==> config.mk <==
export PLATFORM = sky130hd
export DESIGN_NAME = stspin_top
export DESIGN_NICKNAME = d
export VERILOG_FILES = /design/src/rtl/stspin_pkg.sv /design/src/rtl/stspin_cfg.sv /design/src/rtl/stspin_pulse.sv /design/src/rtl/stspin_drive.sv /design/src/rtl/stspin_top.sv
export SDC_FILE = /design/constraint.sdc
export NUM_CORES = 1
export LEC_CHECK = 0
export ABC_AREA = 1
export BUFFER_PORTS_ARGS = -buffer_cell sky130_fd_sc_hd__buf_2
export CORE_UTILIZATION = 35
export CTS_CLUSTER_SIZE = 20
export DETAILED_ROUTE_END_ITERATION = 12
export PLACE_DENSITY_LB_ADDON = 0.12
export RECOVER_POWER = 25
export SYNTH_ARGS = -nofsm -noshare
export SYNTH_HDL_FRONTEND = slang
export SYNTH_SLANG_ARGS = --single-unit
==> constraint.sdc <==
create_clock -name clk -period 2.15 [get_ports clk]
set_clock_uncertainty 0.2 [all_clocks]
set_input_delay 0.43 -clock clk [delete_from_list [all_inputs] [get_ports clk]]
set_output_delay 0.43 -clock clk [all_outputs]
set_load 0.02 [all_outputs]
==> src/rtl/stspin_pkg.sv <==
package stspin_pkg;

  typedef enum logic [1:0] {
    SM_LEVEL = 2'b00,
    SM_ERS   = 2'b01,
    SM_PGM   = 2'b10,
    SM_BOTH  = 2'b11
  } sts_mode_e;

  // Pin level used in level mode.
  function automatic logic level_of(input logic busy, input logic susp);
    return !(busy && !susp);
  endfunction

  // The mode's enable bits select which events start a pulse.
  function automatic logic fires(input sts_mode_e m, input logic pgm, input logic ers);
    return (m[0] && ers) || (m[1] && pgm);
  endfunction

endpackage

==> src/rtl/stspin_cfg.sv <==
module stspin_cfg
  import stspin_pkg::*;
#(
  parameter int CODE_W = 8
) (
  input  logic              clk,
  input  logic              rst_n,
  input  logic              wr_i,
  input  logic [CODE_W-1:0] code_i,
  input  logic              busy_i,
  input  logic              susp_i,
  output sts_mode_e         mode_q,
  output sts_mode_e         mode_nxt,
  output logic              load_w,
  output logic              bad_q
);
  localparam int SEL_W = 2;

  logic idle_w;
  logic valid_w;
  logic bad_w;

  assign idle_w  = !busy_i && !susp_i;
  assign valid_w = (code_i >> SEL_W) == '0;
  assign load_w  = wr_i && idle_w && valid_w;
  assign bad_w   = wr_i && idle_w && !valid_w;

  always_comb begin
    mode_nxt = mode_q;
    if (load_w) mode_nxt = sts_mode_e'(code_i[SEL_W-1:0]);
  end

  always_ff @(posedge clk or negedge rst_n) begin
    if (!rst_n) begin
      mode_q <= SM_LEVEL;
      bad_q  <= 1'b0;
    end else begin
      mode_q <= mode_nxt;
      bad_q  <= bad_w;
    end
  end

  // a refused code keeps the previous mode
  a_r10_bad_keeps_mode: assert property (@(posedge clk) disable iff (!rst_n)
    bad_q |-> $stable(mode_q));

  // writes while busy or suspended are dropped
  a_r11_busy_write_dropped: assert property (@(posedge clk) disable iff (!rst_n)
    (wr_i && (busy_i || susp_i)) |=> ($stable(mode_q) && !bad_q));

endmodule

==> src/rtl/stspin_pulse.sv <==
module stspin_pulse #(
  parameter int PULSE_CYC = 13
) (
  input  logic clk,
  input  logic rst_n,
  input  logic trig_i,
  input  logic clr_i,
  output logic active_nxt
);
  localparam int CW = $clog2(PULSE_CYC + 1);

  logic [CW-1:0] cnt_q;
  logic [CW-1:0] cnt_nxt;

  always_comb begin
    if (trig_i)              cnt_nxt = CW'(PULSE_CYC);
    else if (clr_i)          cnt_nxt = '0;
    else if (cnt_q != '0)    cnt_nxt = cnt_q - CW'(1);
    else                     cnt_nxt = cnt_q;
  end

  assign active_nxt = cnt_nxt != '0;

  always_ff @(posedge clk or negedge rst_n) begin
    if (!rst_n) cnt_q <= '0;
    else        cnt_q <= cnt_nxt;
  end

  // counter never exceeds the pulse length
  a_r7_cnt_bounded: assert property (@(posedge clk) disable iff (!rst_n)
    cnt_q <= CW'(PULSE_CYC));

  // a running pulse counts down one per cycle
  a_r7_count_down: assert property (@(posedge clk) disable iff (!rst_n)
    (cnt_q != '0 && !trig_i && !clr_i) |=> (cnt_q == $past(cnt_q) - CW'(1)));

  // a new event reloads the full length
  a_r8_retrigger_reload: assert property (@(posedge clk) disable iff (!rst_n)
    trig_i |=> (cnt_q == CW'(PULSE_CYC)));

endmodule

==> src/rtl/stspin_drive.sv <==
module stspin_drive
  import stspin_pkg::*;
(
  input  logic      clk,
  input  logic      rst_n,
  input  sts_mode_e mode_nxt,
  input  logic      active_nxt,
  input  logic      busy_i,
  input  logic      susp_i,
  output logic      pin_q
);
  logic pin_d;

  always_comb begin
    if (mode_nxt == SM_LEVEL) pin_d = level_of(busy_i, susp_i);
    else                      pin_d = !active_nxt;
  end

  always_ff @(posedge clk or negedge rst_n) begin
    if (!rst_n) pin_q <= 1'b1;
    else        pin_q <= pin_d;
  end

endmodule

==> src/rtl/stspin_top.sv <==
module stspin_top
  import stspin_pkg::*;
#(
  parameter int CODE_W    = 8,
  parameter int PULSE_CYC = 13
) (
  input  logic              clk,
  input  logic              rst_pin_n,
  input  logic              cfg_wr,
  input  logic [CODE_W-1:0] cfg_code,
  input  logic              sm_busy,
  input  logic              sm_susp,
  input  logic              pgm_done,
  input  logic              ers_done,
  output logic              sts_pin,
  output logic              cfg_bad
);
  sts_mode_e mode_q;
  sts_mode_e mode_nxt;
  logic      load_w;
  logic      trig_w;
  logic      active_nxt;
  logic      active_q;

  stspin_cfg #(.CODE_W(CODE_W)) u_cfg (
    .clk      (clk),
    .rst_n    (rst_pin_n),
    .wr_i     (cfg_wr),
    .code_i   (cfg_code),
    .busy_i   (sm_busy),
    .susp_i   (sm_susp),
    .mode_q   (mode_q),
    .mode_nxt (mode_nxt),
    .load_w   (load_w),
    .bad_q    (cfg_bad)
  );

  // Events are judged against the mode in force after this edge.
  assign trig_w = fires(mode_nxt, pgm_done, ers_done);

  stspin_pulse #(.PULSE_CYC(PULSE_CYC)) u_pulse (
    .clk        (clk),
    .rst_n      (rst_pin_n),
    .trig_i     (trig_w),
    .clr_i      (load_w),
    .active_nxt (active_nxt)
  );

  stspin_drive u_drive (
    .clk        (clk),
    .rst_n      (rst_pin_n),
    .mode_nxt   (mode_nxt),
    .active_nxt (active_nxt),
    .busy_i     (sm_busy),
    .susp_i     (sm_susp),
    .pin_q      (sts_pin)
  );

  // Registered copy of pulse activity, for the checks below.
  always_ff @(posedge clk or negedge rst_pin_n) begin
    if (!rst_pin_n) active_q <= 1'b0;
    else            active_q <= active_nxt;
  end

  // in a pulse mode the pin rests high when no pulse runs
  a_r9_idle_high: assert property (@(posedge clk) disable iff (!rst_pin_n)
    (mode_q != SM_LEVEL && !active_q) |-> sts_pin);

  // a pulse in a pulse mode holds the pin low
  a_r7_pulse_low: assert property (@(posedge clk) disable iff (!rst_pin_n)
    (mode_q != SM_LEVEL && active_q) |-> !sts_pin);

  // an accepted write with no event stops any pulse
  a_r13_write_clears: assert property (@(posedge clk) disable iff (!rst_pin_n)
    (load_w && !trig_w) |=> !active_q);

endmodule

# Yosys cells after proc, flatten, opt, wreduce, memory -nomap -nowiden
# Index checks and enable logic that the tools add are counted.
# classes
shift	0
add_sub_neg	1
eq_ne	0
n_reduce_logical	17
bitwise_logic	0
n_mul	0
order_cmp	0
n_mux	5
div_mod_pow	0
# op_table
op	n
two-way mux 4 bit	3
zero test 8 bit	1
nonzero test 4 bit	2
logical AND 1 bit	7
zero test 1 bit	5
subtractor 4 x 1 -> 4 bit (second input constant)	1
zero test 2 bit	1
two-way mux 2 bit	1
logical OR 1 bit	1
two-way mux 1 bit	1
# word_totals
latch_bits	0
word_cells	27
in_bits	15
romBits	0
out_inout_bits	2
mem_count	0
reg_bits	8
mem_bits_rw	0

# Depth between registers and ports, before layout
# Gate-level depths: netlist (run 1).
# logic_depth
word_depth	11
ltp_mapped	12
ltp_nobuf	12

# Modules after synthesis
# A second synthesis (run 1) with hierarchy kept.
# hier_totals
hier_cells	74
hier_area_um2	514.2
# modules_own_cells
module	cells_per_inst	seq_area_each_um2	n_inst	area_per_inst_um2
stspin_pulse	40	100.1	1	270.3
stspin_cfg	24	75.1	1	180.2
stspin_drive	7	26.3	1	52.6
stspin_top	3	0.0	1	11.3

# Worst setup path before layout (run 1)
# Ideal clock, no wire load.
# synth_timing
path_type	flip-flop to flip-flop
from	register u_pulse.cnt_q[0]
to	register u_drive.pin_q
setup_slack_ns	0.610
period_less_slack_ns	1.540
setup_ns	0.060
arrival_time_ns	1.280
required_time_ns	1.890
stages_incl_launch_ff	11
n_path_buf	0
path_cell_list	dfrtp_1 -> inv_1 -> ha_1 -> nand3_2 -> nand2_1 -> inv_1 -> o21ai_0 -> nand2_1 -> nor2_1 -> nand2_1 -> nand2_1
# synth_via
elab_chain_cells	7
elab_cells_between_ends	8
cone_classes	add/sub: 1; mux: 4; reduce/logical: 3
# synth_lines
element	line_no	text
from (decl)	stspin_pulse.sv:12	logic [CW-1:0] cnt_q;
from (signal assigned)	stspin_pulse.sv:26	else cnt_q <= cnt_nxt;
subtractor 4 x 1 -> 4 bit / nonzero test 4 bit (equally long branches)	stspin_pulse.sv:18	else if (cnt_q != '0) cnt_nxt = cnt_q - CW'(1);
two-way mux 4 bit (*)	stspin_pulse.sv:18	
two-way mux 4 bit (*)	stspin_pulse.sv:17	else if (clr_i) cnt_nxt = '0;
two-way mux 4 bit (*)	stspin_pulse.sv:16	if (trig_i) cnt_nxt = CW'(PULSE_CYC);
nonzero test 4 bit (*)	stspin_pulse.sv:22	assign active_nxt = cnt_nxt != '0;
zero test 1 bit (*)	stspin_drive.sv:16	else pin_d = !active_nxt;
two-way mux 1 bit (*)	stspin_drive.sv:15	if (mode_nxt == SM_LEVEL) pin_d = level_of(busy_i, susp_i);
net u_drive.pin_d	stspin_drive.sv:12	logic pin_d;
to (signal assigned)	stspin_drive.sv:21	else pin_q <= pin_d;
to (decl)	stspin_drive.sv:10	output logic pin_q
# Mark *: on every way through the listed nets, which the timed path passes. The rest lies on a longest branch.

# Worst setup path after layout (run 1)
# Ends and elaborated chain as after synthesis.

==> summary.txt, run 1 <==
Route
  – Post-route DRC: 0
  – Routed vias/inst: 4.56
  – Antenna Nets Post-Route: 0
  – Via count: 511
  – Initial DRT Pass Iterations: 3
  – Initial DRC Count: 6
  – Wirelength per Cell: 8.95 um
  – Routed WL: 1000 um

Final layout
  – Nets@finish: 114
  – Share of cells above drive strength 1: 40.2%
  – Post-route cell area: 682 um2
  – Final std cells w/o fill: 112
  – Ant. Diodes: 0
  – Layout area overhead: 24.4%

Min path
  – Min-Delay Startpoint: sm_susp
  – Hold path cells: 3
  – Hold EP: u_drive.pin_q
  – Worst Hold Class: input pin to register

Pwr
  – Switching share of power: 41.7%
  – Comb pwr share: 49.8%
  – Clk network pwr share: 18.4%
  – Flop pwr share: 31.8%
  – P_int: 397 uW
  – Total chip power: 681 uW
  – Leak: 0.000376 uW
  – Maximum vdd drop: 0.000847 V
  – Total net switching power: 284 uW
  – Power Density: 999 mW/mm2

Global routing
  – Overall Global Routing Usage: 14.0%
  – Largest net degree at the start of global routing: 9
  – M3 GR Usage: 5.22%
  – Met1 Track Usage GR: 16.2%
  – Antenna violations before repair: 0
  – Vias in the first global route: 505
  – GR peak layer: met2
  – First-pass GRT wire length: 1920 um
  – GRT Residual Overflow: 0
  – GR Layer Usage met2: 24.1%

Worst setup path
  – Data required, critical path: 2.14 ns
  – Setup crit start kind: register
  – Type of the worst setup path: register to register
  – Largest fanout on the critical path: 4
  – Crit. Startpoint: u_pulse.cnt_q[0]
  – R2r setup slk: 0.47 ns
  – FF-to-FF path depth: 10
  – CP endpoint kind: register
  – R2R Path Start: u_pulse.cnt_q[0]
  – Worst EP arrival: 1.67 ns
  – Reg-to-reg endpoint: u_drive.pin_q

Synthesis
  – Synth Flop Type: dfrtp_1
  – Synth top cells by count: 18 x nand2_1, 12 x inv_1, 7 x dfrtp_1, 7 x nand2_2, 6 x nand3_1
  – Syn. warnings: 0
  – Most common cell in the netlist: nand2_1
  – Flops & latches, synth: 8
  – Area leader, netlist: dfrtp_1
  – Yosys top cell area share: 32.0%
  – EDFF count, synth: 0
  – Synthesized Nets: 92
  – Share of the yosys chip area belonging to registers: 36.8%
  – Mapped cell area: 548 um2
  – Synth area leaders: dfrtp_1 32%, nand2_1 12%, inv_1 8.2%, nand2_2 8.0%, nor2_2 5.7%
  – Cells after synthesis: 76
  – Average size of a mapped cell: 7.21 um2
  – Synth cell types: 17
  – Async SR Flop Fraction: 100%

Clocking
  – Post_cts resized: 0
  – Clk sinks: 8
  – Reg clk slew, reported paths: 0.05 ns
  – Clock Tree Root: clkbuf_4
  – Clock buffer depth: 2
  – Clock latency on the worst-skew pair: 0.26 ns
  – CTS Buf Count: 3
  – CTS tree: built
  – Max H-tree Level: 1

Place
  – I/O Buffers: 16
  – Hpwl dp: 832 um
  – Pre-CTS setup slack: 0.464 ns
  – DP Area: 647 um2
  – Dpl cells: 107
  – Routability Congestion: 0.827

Floorplanning
  – # IOs: 17
  – Row cnt: 13
  – Die Y: 41.6 um
  – Core area: 0.00138 mm2
  – Die W: 41.6 um
  – Initial Utilization: 39.6%
  – Die area: 0.00173 mm2

STA
  – Hold Vio Cnt, Final: 0
  – Slew at the pin with the worst max-slew slack: 0.435 ns
  – Minimum clock period: 1.68 ns
  – Final Setup Violations: 0
  – Slew margin rel.: 71.0%
  – Setup TNS: 0 ns
  – RSZ-0062 raised after global routing: no
  – F_max: 595 MHz
  – Max-slew violation count: 0
  – Fin crit share: 78.2%
  – Final worst slack: 0.469 ns

Status
  – Run status: finished, final reports clean

Flow run
  – Max-cap violation count: 0
[power by group through the flow]
stage	Clock, uW	Combinational, uW	Sequential, uW
after floorplan	0	263	220
after global placement	0	330	219
after detailed placement	0	334	219
after CTS	131	339	216
after global routing	140	386	222
final	126	339	217
[what timing repair did]
action,CTS,global route
buffers inserted,0,0
hold endpoints to repair,7,0
hold buffers,1,0
[cell usage in the layout, fill, tap and decap left out]
cell,count
inv_2,4
nand4_1,2
o21bai_1,1
nor2_4,2
nand3_1,6
nand2_2,7
nand2_1,18
dfrtp_1,7
clkbuf_1,2
o21ai_1,2
buf_2,15
dlygate4sd3_1,1
xor2_1,1
dfstp_2,1
inv_1,12
o21ai_0,1
ha_1,1
nand3_2,2
clkbuf_4,3
nor2_2,5
nor2_1,4
[routing by layer]
| metal | wire (um) | up-vias | share of wire, % |
|---|---|---|---|
| li1 | - | 272 | - |
| met1 | 461 | 224 | 46 |
| met2 | 477 | 13 | 48 |
| met3 | 58 | 2 | 5.8 |
| met4 | 5 | 0 | 0.50 |
| met5 | 0 | - | 0 |
[area by class of cell]
type	count	area, um2
clock buffer	4	26.3
multi-input combinational	52	287
inverter	16	60.1
sequential	8	201
tap	15	18.8
timing repair buffer	17	88.8
fill	136	701
[metrics by stage]
step           hold WS [ns]  utilization, %
3_3_place_gp         0.0822            46.8
3_5_place_dp         0.0869            46.8
4_1_cts               0.204            49.4
5_1_grt               0.221            49.3
2_1_floorplan       -0.0656               -
6_report              0.211            49.3
[cells by family after synthesis]
kind of cell / after synthesis / synth area share [%]
fa+ha+maj: 1 / 2.28
simple gates: 46 / 44.3
compound gates: 4 / 4.11
xor+xnor: 1 / 1.60
flops: 8 / 36.8
buf+inv: 16 / 11.0
[flip-flops by register name (all words and copies together), names as in the netlist]
register	flops
u_cfg.bad_q	1
u_drive.pin_q	1
u_cfg.mode_q	2
u_pulse.cnt_q	4
[worst max-delay path, stage by stage, from the launching register on]
cell,delay (ns)
dfrtp_1,0.36
inv_1,0.12
ha_1,0.24
nand3_2,0.13
nand2_1,0.12
inv_1,0.04
o21ai_0,0.15
nand2_1,0.08
nor2_1,0.10
nand2_1,0.05
nand2_1,0.05
[how the worst max path moves through the flow]
stage                     depth (start not counted)             to  slack (ns)
after floorplan                                  10  u_drive.pin_q        0.61
after global placement                           12  u_drive.pin_q        0.50
after detailed placement                         10  u_drive.pin_q        0.46
after CTS                                        10  u_drive.pin_q        0.46
after global routing                             12  u_drive.pin_q        0.32
final                                            10  u_drive.pin_q        0.47
No activity file was read; power rests on OpenSTA's default activity.
==> inputs of run 2 (changes only) <==
==> constraint.sdc (replaced) <==
create_clock -name clk -period 1.55 [get_ports clk]
set_clock_uncertainty 0.2 [all_clocks]
set_input_delay 0.31 -clock clk [delete_from_list [all_inputs] [get_ports clk]]
set_output_delay 0.31 -clock clk [all_outputs]
set_load 0.02 [all_outputs]
==> summary.txt, run 2 (synthesis gave the netlist of run 1 again) <==
Floorplanning
  – Die W: 41.6 um (unchanged)
  – Die Y: 41.6 um (unchanged)
  – Core area: 0.00138 mm2 (unchanged)
  – Row cnt: 13 (unchanged)
  – Initial Utilization: 39.6% (unchanged)
  – # IOs: 17 (unchanged)
  – Die area: 0.00173 mm2 (unchanged)

Place
  – Dpl cells: 112 (+4.7%)
  – Routability Congestion: 0.840 (+1.6%)
  – I/O Buffers: 16 (unchanged)
  – DP Area: 684 um2 (+5.8%)
  – Hpwl dp: 864 um (+3.9%)

Worst setup path
  – Type of the worst setup path: register to register
  – CP endpoint kind: register
  – Largest fanout on the critical path: 4 (unchanged)
  – Worst EP arrival: 1.52 ns (-0.15 ns)
  – Data required, critical path: 1.55 ns (-0.59 ns)
  – CP Cell Sequence: inv_2, ha_4, nand3_4, nand2_2, nand2_2, o21ai_2, nand2_1, nor2_1, nand2_1, nand2_1
  – Max incr delay on CP: 0.38 ns (+0.02 ns)
  – WP buf/inv: 1 (-1)
  – Critical path's slowest cell: dfrtp_1
  – CP top delay family: simple AND/OR/NAND/NOR gates
  – R2R Path Start: u_pulse.cnt_q[1]
  – R2r setup slk: 0.03 ns (-0.44 ns)
  – Setup crit start kind: register
  – Reg-to-reg endpoint: u_drive.pin_q
  – CP dominant cell by count: nand2_1
  – FF-to-FF path depth: 10 (unchanged)

Clocking
  – Clock buffer depth: 2 (unchanged)
  – Clock Tree Root: clkbuf_4
  – CTS tree: built
  – Reg clk slew, reported paths: 0.06 ns (about the same)
  – CTS Buf Count: 3 (unchanged)
  – Clock latency on the worst-skew pair: 0.26 ns (about the same)
  – Clk sinks: 8 (unchanged)
  – Max H-tree Level: 1 (unchanged)

Min path
  – Hold path cells: 3 (unchanged)
  – Hold EP: u_drive.pin_q
  – Min-Delay Startpoint: sm_susp
  – Worst Hold Class: input pin to register

Route
  – Initial DRC Count: 13 (+7)
  – Wire length on met3: 69 um (+19%)
  – Max layer used: met3
  – Post-route DRC: 0 (unchanged)
  – Initial DRT Pass Iterations: 4 (+1)
  – Via count: 524 (+2.5%)
  – Metal-1 WL: 498 um (+8.0%)
  – Antenna Nets Post-Route: 0 (unchanged)
  – Routed vias/inst: 4.48 (-1.8%)
  – Metal2 WL: 509 um (+6.7%)
  – Wirelength per Cell: 9.21 um (+3.0%)
  – Routed WL: 1080 um (+7.6%)

Flow run
  – Max-cap violation count: 0 (unchanged)

Pwr
  – Power Density: 1610 mW/mm2 (+61%)
  – Leak: 0.000399 uW (+6.1%)
  – Total chip power: 1210 uW (+77%)
  – Maximum vdd drop: 0.000908 V (+7.1%)

STA
  – Slew at the pin with the worst max-slew slack: 0.439 ns (+0.00410 ns)
  – RSZ-0062 raised after global routing: yes
  – Slew margin rel.: 70.7% (-0.27 points)
  – Fin crit share: 98.1% (+20 points)
  – Final Setup Violations: 0 (unchanged)
  – Max-slew violation count: 0 (unchanged)
  – Hold Vio Cnt, Final: 0 (unchanged)
  – F_max: 658 MHz (+11%)
  – Minimum clock period: 1.52 ns (-0.161 ns)

Final layout
  – Share of cells above drive strength 1: 51.0% (+11 points)
  – Ant. Diodes: 0 (unchanged)
  – Biggest regs: u_pulse.cnt_q: 4 flops, u_cfg.mode_q: 2 flops
  – Post-route cell area: 751 um2 (+10%)
  – Layout area overhead: 37.0%
  – Final std cells w/o fill: 117 (+4.5%)
  – Most flops, register: u_pulse.cnt_q
  – Area of the multi-input gates: 318 um2 (+11%)
  – FF/Latch Area: 201 um2 (unchanged)
  – Max reg flops: 4 (unchanged)
  – Final Util: 54.3% (+5.0 points)
  – Nets@finish: 119 (+4.4%)
  – Fillers: 139 (+2.2%)
  – Commonest cells after routing, fill and taps aside: 15 x nand2_1, 15 x buf_2, 10 x nand2_2, 9 x inv_1

Global routing
  – Largest net degree at the start of global routing: 9 (unchanged)
  – Vias in the first global route: 553 (+9.5%)
  – Overall Global Routing Usage: 15.0% (+1.0 points)
  – Antenna violations before repair: 0 (unchanged)
  – First-pass GRT wire length: 2080 um (+8.6%)
  – GRT Residual Overflow: 0 (unchanged)

Status
  – Run status: finished, final reports clean
==> run 2: layer usage <==
metal / vias up / global-route usage (%)
met2: 13 / 26.3
met4: 0 / 1.94
met5: - / 0
li1: 283 / -
met1: 228 / 17.9
met3: 0 / 5.65
==> run 2: how the worst max path moves through the flow <==
stage                      from             to  slack, ns  cells after the start
2_1_floorplan  u_pulse.cnt_q[0]  u_drive.pin_q       0.01                     10
3_3_place_gp   u_pulse.cnt_q[0]  u_drive.pin_q      -0.04                     12
3_5_place_dp   u_pulse.cnt_q[1]  u_drive.pin_q      -0.08                     10
4_1_cts        u_pulse.cnt_q[1]  u_drive.pin_q      0.009                     12
5_1_grt        u_pulse.cnt_q[1]  u_drive.pin_q      -0.12                     10
6_report       u_pulse.cnt_q[1]  u_drive.pin_q       0.03                     10
==> run 2: area by class of cell <==
class                           count  area share (%)
Clock buffer                        4            3.50
Inverter                           16            8.00
Tap cell                           15            2.50
Multi-Input combinational cell     52            42.3
Timing Repair Buffer               22            16.8
Sequential cell                     8            26.8
==> run 2: worst register-to-register path, cell delays in order (launching register included) <==
cell	delay (ns)
dfrtp_1	0.38
inv_2	0.08
ha_4	0.16
nand3_4	0.10
nand2_2	0.08
nand2_2	0.06
o21ai_2	0.13
nand2_1	0.06
nor2_1	0.09
nand2_1	0.06
nand2_1	0.05
==> run 2: through the flow <==
step | hold slack [ns] | setup TNS [ns] | setup WS [ns]
4_1_cts | 0.0887 | 0 | 0.00880
2_1_floorplan | -0.186 | 0 | 0.00974
5_1_grt | 0.106 | -0.122 | -0.122
6_report | 0.0917 | 0 | 0.0300
3_5_place_dp | -0.0353 | -0.0759 | -0.0759
3_3_place_gp | -0.0358 | -0.0426 | -0.0426
==> run 2: what timing repair did <==
action,CTS,global route
endpoints found under the setup margin,1,1
resized for setup,7,4
pin swaps,1,5
hold buffers,1,0
hold endpoints to repair,8,0
buffers inserted,0,0
==> run 2: report_power, final <==
| part | internal (uW) | switching (uW) |
|---|---|---|
| logic | 346 | 385 |
| clock network | 98.8 | 75.9 |
| registers | 274 | 28.7 |
| total | 719 | 489 |
==> inputs of run 3 (changes only) <==
--- a/config.mk
+++ b/config.mk
@@ -10,7 +10,7 @@
 export CORE_UTILIZATION = 35
 export CTS_CLUSTER_SIZE = 20
 export DETAILED_ROUTE_END_ITERATION = 12
-export PLACE_DENSITY_LB_ADDON = 0.12
+export PLACE_DENSITY = 0.66
 export RECOVER_POWER = 25
 export SYNTH_ARGS = -nofsm -noshare
 export SYNTH_HDL_FRONTEND = slang
==> summary.txt, run 3 (synthesis gave the netlist of run 1 again) <==
Status
  – Run status: finished, final reports clean

Worst setup path
  – Largest fanout on the critical path: 4 (unchanged)
  – Type of the worst setup path: register to register
  – Data required, critical path: 1.53 ns (-0.02 ns)
  – Worst EP arrival: 1.51 ns (about the same)
  – WP buf/inv: 1 (unchanged)
  – CP endpoint kind: register
  – CP top delay family: simple AND/OR/NAND/NOR gates
  – Critical path's slowest cell: dfrtp_1
  – CP Cell Sequence: inv_2, ha_4, nand3_4, nand2_2, nand2_2, o21ai_1, nand2_1, nor2_1, nand2_1, nand2_1
  – Max incr delay on CP: 0.38 ns (about the same)
  – Setup crit start kind: register
  – CP dominant cell by count: nand2_1

Clocking
  – Clock Tree Root: clkbuf_4
  – Clock buffer depth: 2 (unchanged)
  – Reg clk slew, reported paths: 0.07 ns (about the same)
  – Clock latency on the worst-skew pair: 0.25 ns (about the same)
  – CTS Buf Count: 3 (unchanged)
  – CTS tree: built
  – Max H-tree Level: 1 (unchanged)
  – Clk sinks: 8 (unchanged)

Final layout
  – Biggest regs: u_pulse.cnt_q: 4 flops, u_cfg.mode_q: 2 flops
  – Ant. Diodes: 0 (unchanged)
  – Share of cells above drive strength 1: 50.0% (-0.98 points)
  – Max reg flops: 4 (unchanged)
  – Commonest cells after routing, fill and taps aside: 15 x nand2_1, 15 x buf_2, 10 x nand2_2, 9 x inv_1
  – Fillers: 139 (unchanged)
  – Nets@finish: 119 (unchanged)
  – Most flops, register: u_pulse.cnt_q
  – Layout area overhead: 36.3%
  – Final Util: 54.0% (-0.27 points)

Route
  – Wirelength per Cell: 9.40 um (+2.0%)
  – Initial DRC Count: 2 (-11)
  – Post-route DRC: 0 (unchanged)
  – Initial DRT Pass Iterations: 2 (-2)
  – Routed WL: 1100 um (+2.0%)
  – Via count: 526 (+0.38%)
  – Antenna Nets Post-Route: 0 (unchanged)
  – Routed vias/inst: 4.50 (+0.38%)

STA
  – Slew at the pin with the worst max-slew slack: 0.426 ns (-0.0133 ns)
  – F_max: 655 MHz (-0.49%)
  – Minimum clock period: 1.53 ns (+0.00747 ns)
  – Hold Vio Cnt, Final: 0 (unchanged)
  – Final Setup Violations: 0 (unchanged)
  – Slew margin rel.: 71.6% (+0.88 points)
  – Worst hold margin: 0.117 ns (+0.0253 ns)
  – Fin crit share: 98.5% (+0.48 points)
  – RSZ-0062 raised after global routing: yes
  – Max-slew violation count: 0 (unchanged)

Global routing
  – Largest net degree at the start of global routing: 9 (unchanged)
  – GRT Residual Overflow: 0 (unchanged)
  – Vias in the first global route: 512 (-7.4%)
  – Overall Global Routing Usage: 13.9% (-1.1 points)
  – Antenna violations before repair: 0 (unchanged)
  – First-pass GRT wire length: 1900 um (-8.9%)

Floorplanning
  – Die W: 41.6 um (unchanged)
  – Row cnt: 13 (unchanged)
  – Die area: 0.00173 mm2 (unchanged)
  – Initial Utilization: 39.6% (unchanged)
  – # IOs: 17 (unchanged)
  – Core area: 0.00138 mm2 (unchanged)
  – Die Y: 41.6 um (unchanged)

Flow run
  – Max-cap violation count: 0 (unchanged)

Pwr
  – Power Density: 1600 mW/mm2 (-0.51%)
  – Leak: 0.000398 uW (-0.32%)
  – Maximum vdd drop: 0.000868 V (-4.4%)

Min path
  – Worst Hold Class: input pin to register

Place
  – I/O Buffers: 16 (unchanged)
  – Hpwl dp: 853 um (-1.2%)
  – Routability Congestion: 0.780 (-7.2%)
run 3: cell types whose count changed in the layout (fill, tap and decap cells not counted):
cell,delta
o21ai_1,+1
o21ai_2,-1
run 3: worst reg2reg max path: stages (launching register included):
cell,delay [ns]
dfrtp_1,0.38
inv_2,0.08
ha_4,0.16
nand3_4,0.10
nand2_2,0.08
nand2_2,0.05
o21ai_1,0.13
nand2_1,0.07
nor2_1,0.08
nand2_1,0.05
nand2_1,0.05
run 3: final cells by class:
class                           instances  area (um2)  share of cell area (%)
Multi-Input combinational cell         52         314                    42.0
Sequential cell                         8         201                    27.0
Timing Repair Buffer                   22         126                    16.9
Inverter                               16        60.1                    8.04
Clock buffer                            4        26.3                    3.52
Tap cell                               15        18.8                    2.51
run 3: power by group:
| part | internal, uW | switching (uW) |
|---|---|---|
| combinational | 345 | 379 |
| clock | 98.4 | 71.7 |
| sequential | 274 | 28.3 |
run 3: per-layer routing:
metal | vias to the layer above | track usage, % | routed length (um)
li1 | 283 | - | -
met1 | 234 | 15.1 | 463
met2 | 9 | 25.9 | 596
met3 | 0 | 3.04 | 39
met4 | 0 | 5.16 | 0
met5 | - | 0 | 0
run 3: path summary, 6_finish.rpt:
path                              endpoint              from  cells past startpoint  slack, ns
setup / recovery             u_drive.pin_q  u_pulse.cnt_q[1]                     10       0.02
hold / removal               u_drive.pin_q           sm_susp                      3       0.12
setup reg to reg             u_drive.pin_q  u_pulse.cnt_q[1]                     10       0.02
hold reg to reg            u_cfg.mode_q[1]   u_cfg.mode_q[1]                      2       0.32
max in group asynchronous    u_drive.pin_q         rst_pin_n                      2       0.51
min in group asynchronous  u_cfg.mode_q[0]         rst_pin_n                      2       0.29
run 3: what timing repair did:
action                     in CTS  in global routing
pin swaps                       1                  5
hold buffers                    1                  0
gates resized for setup         7                  3
setup endpoints to repair       1                  1
hold endpoints to repair        8                  0
setup buffers                   0                  1
run 3: through the flow:
stage	instance area [um2]	total power, uW	std cells	setup slack, ns	setup TNS, ns
3_3_place_gp	677	863	111	-0.0801	-0.0801
2_1_floorplan	548	669	76	0.00974	0
6_report	747	1200	117	0.0225	0
3_5_place_dp	677	876	111	-0.0795	-0.0795
5_1_grt	747	1300	117	-0.0834	-0.0834
4_1_cts	736	1130	116	0.0103	0
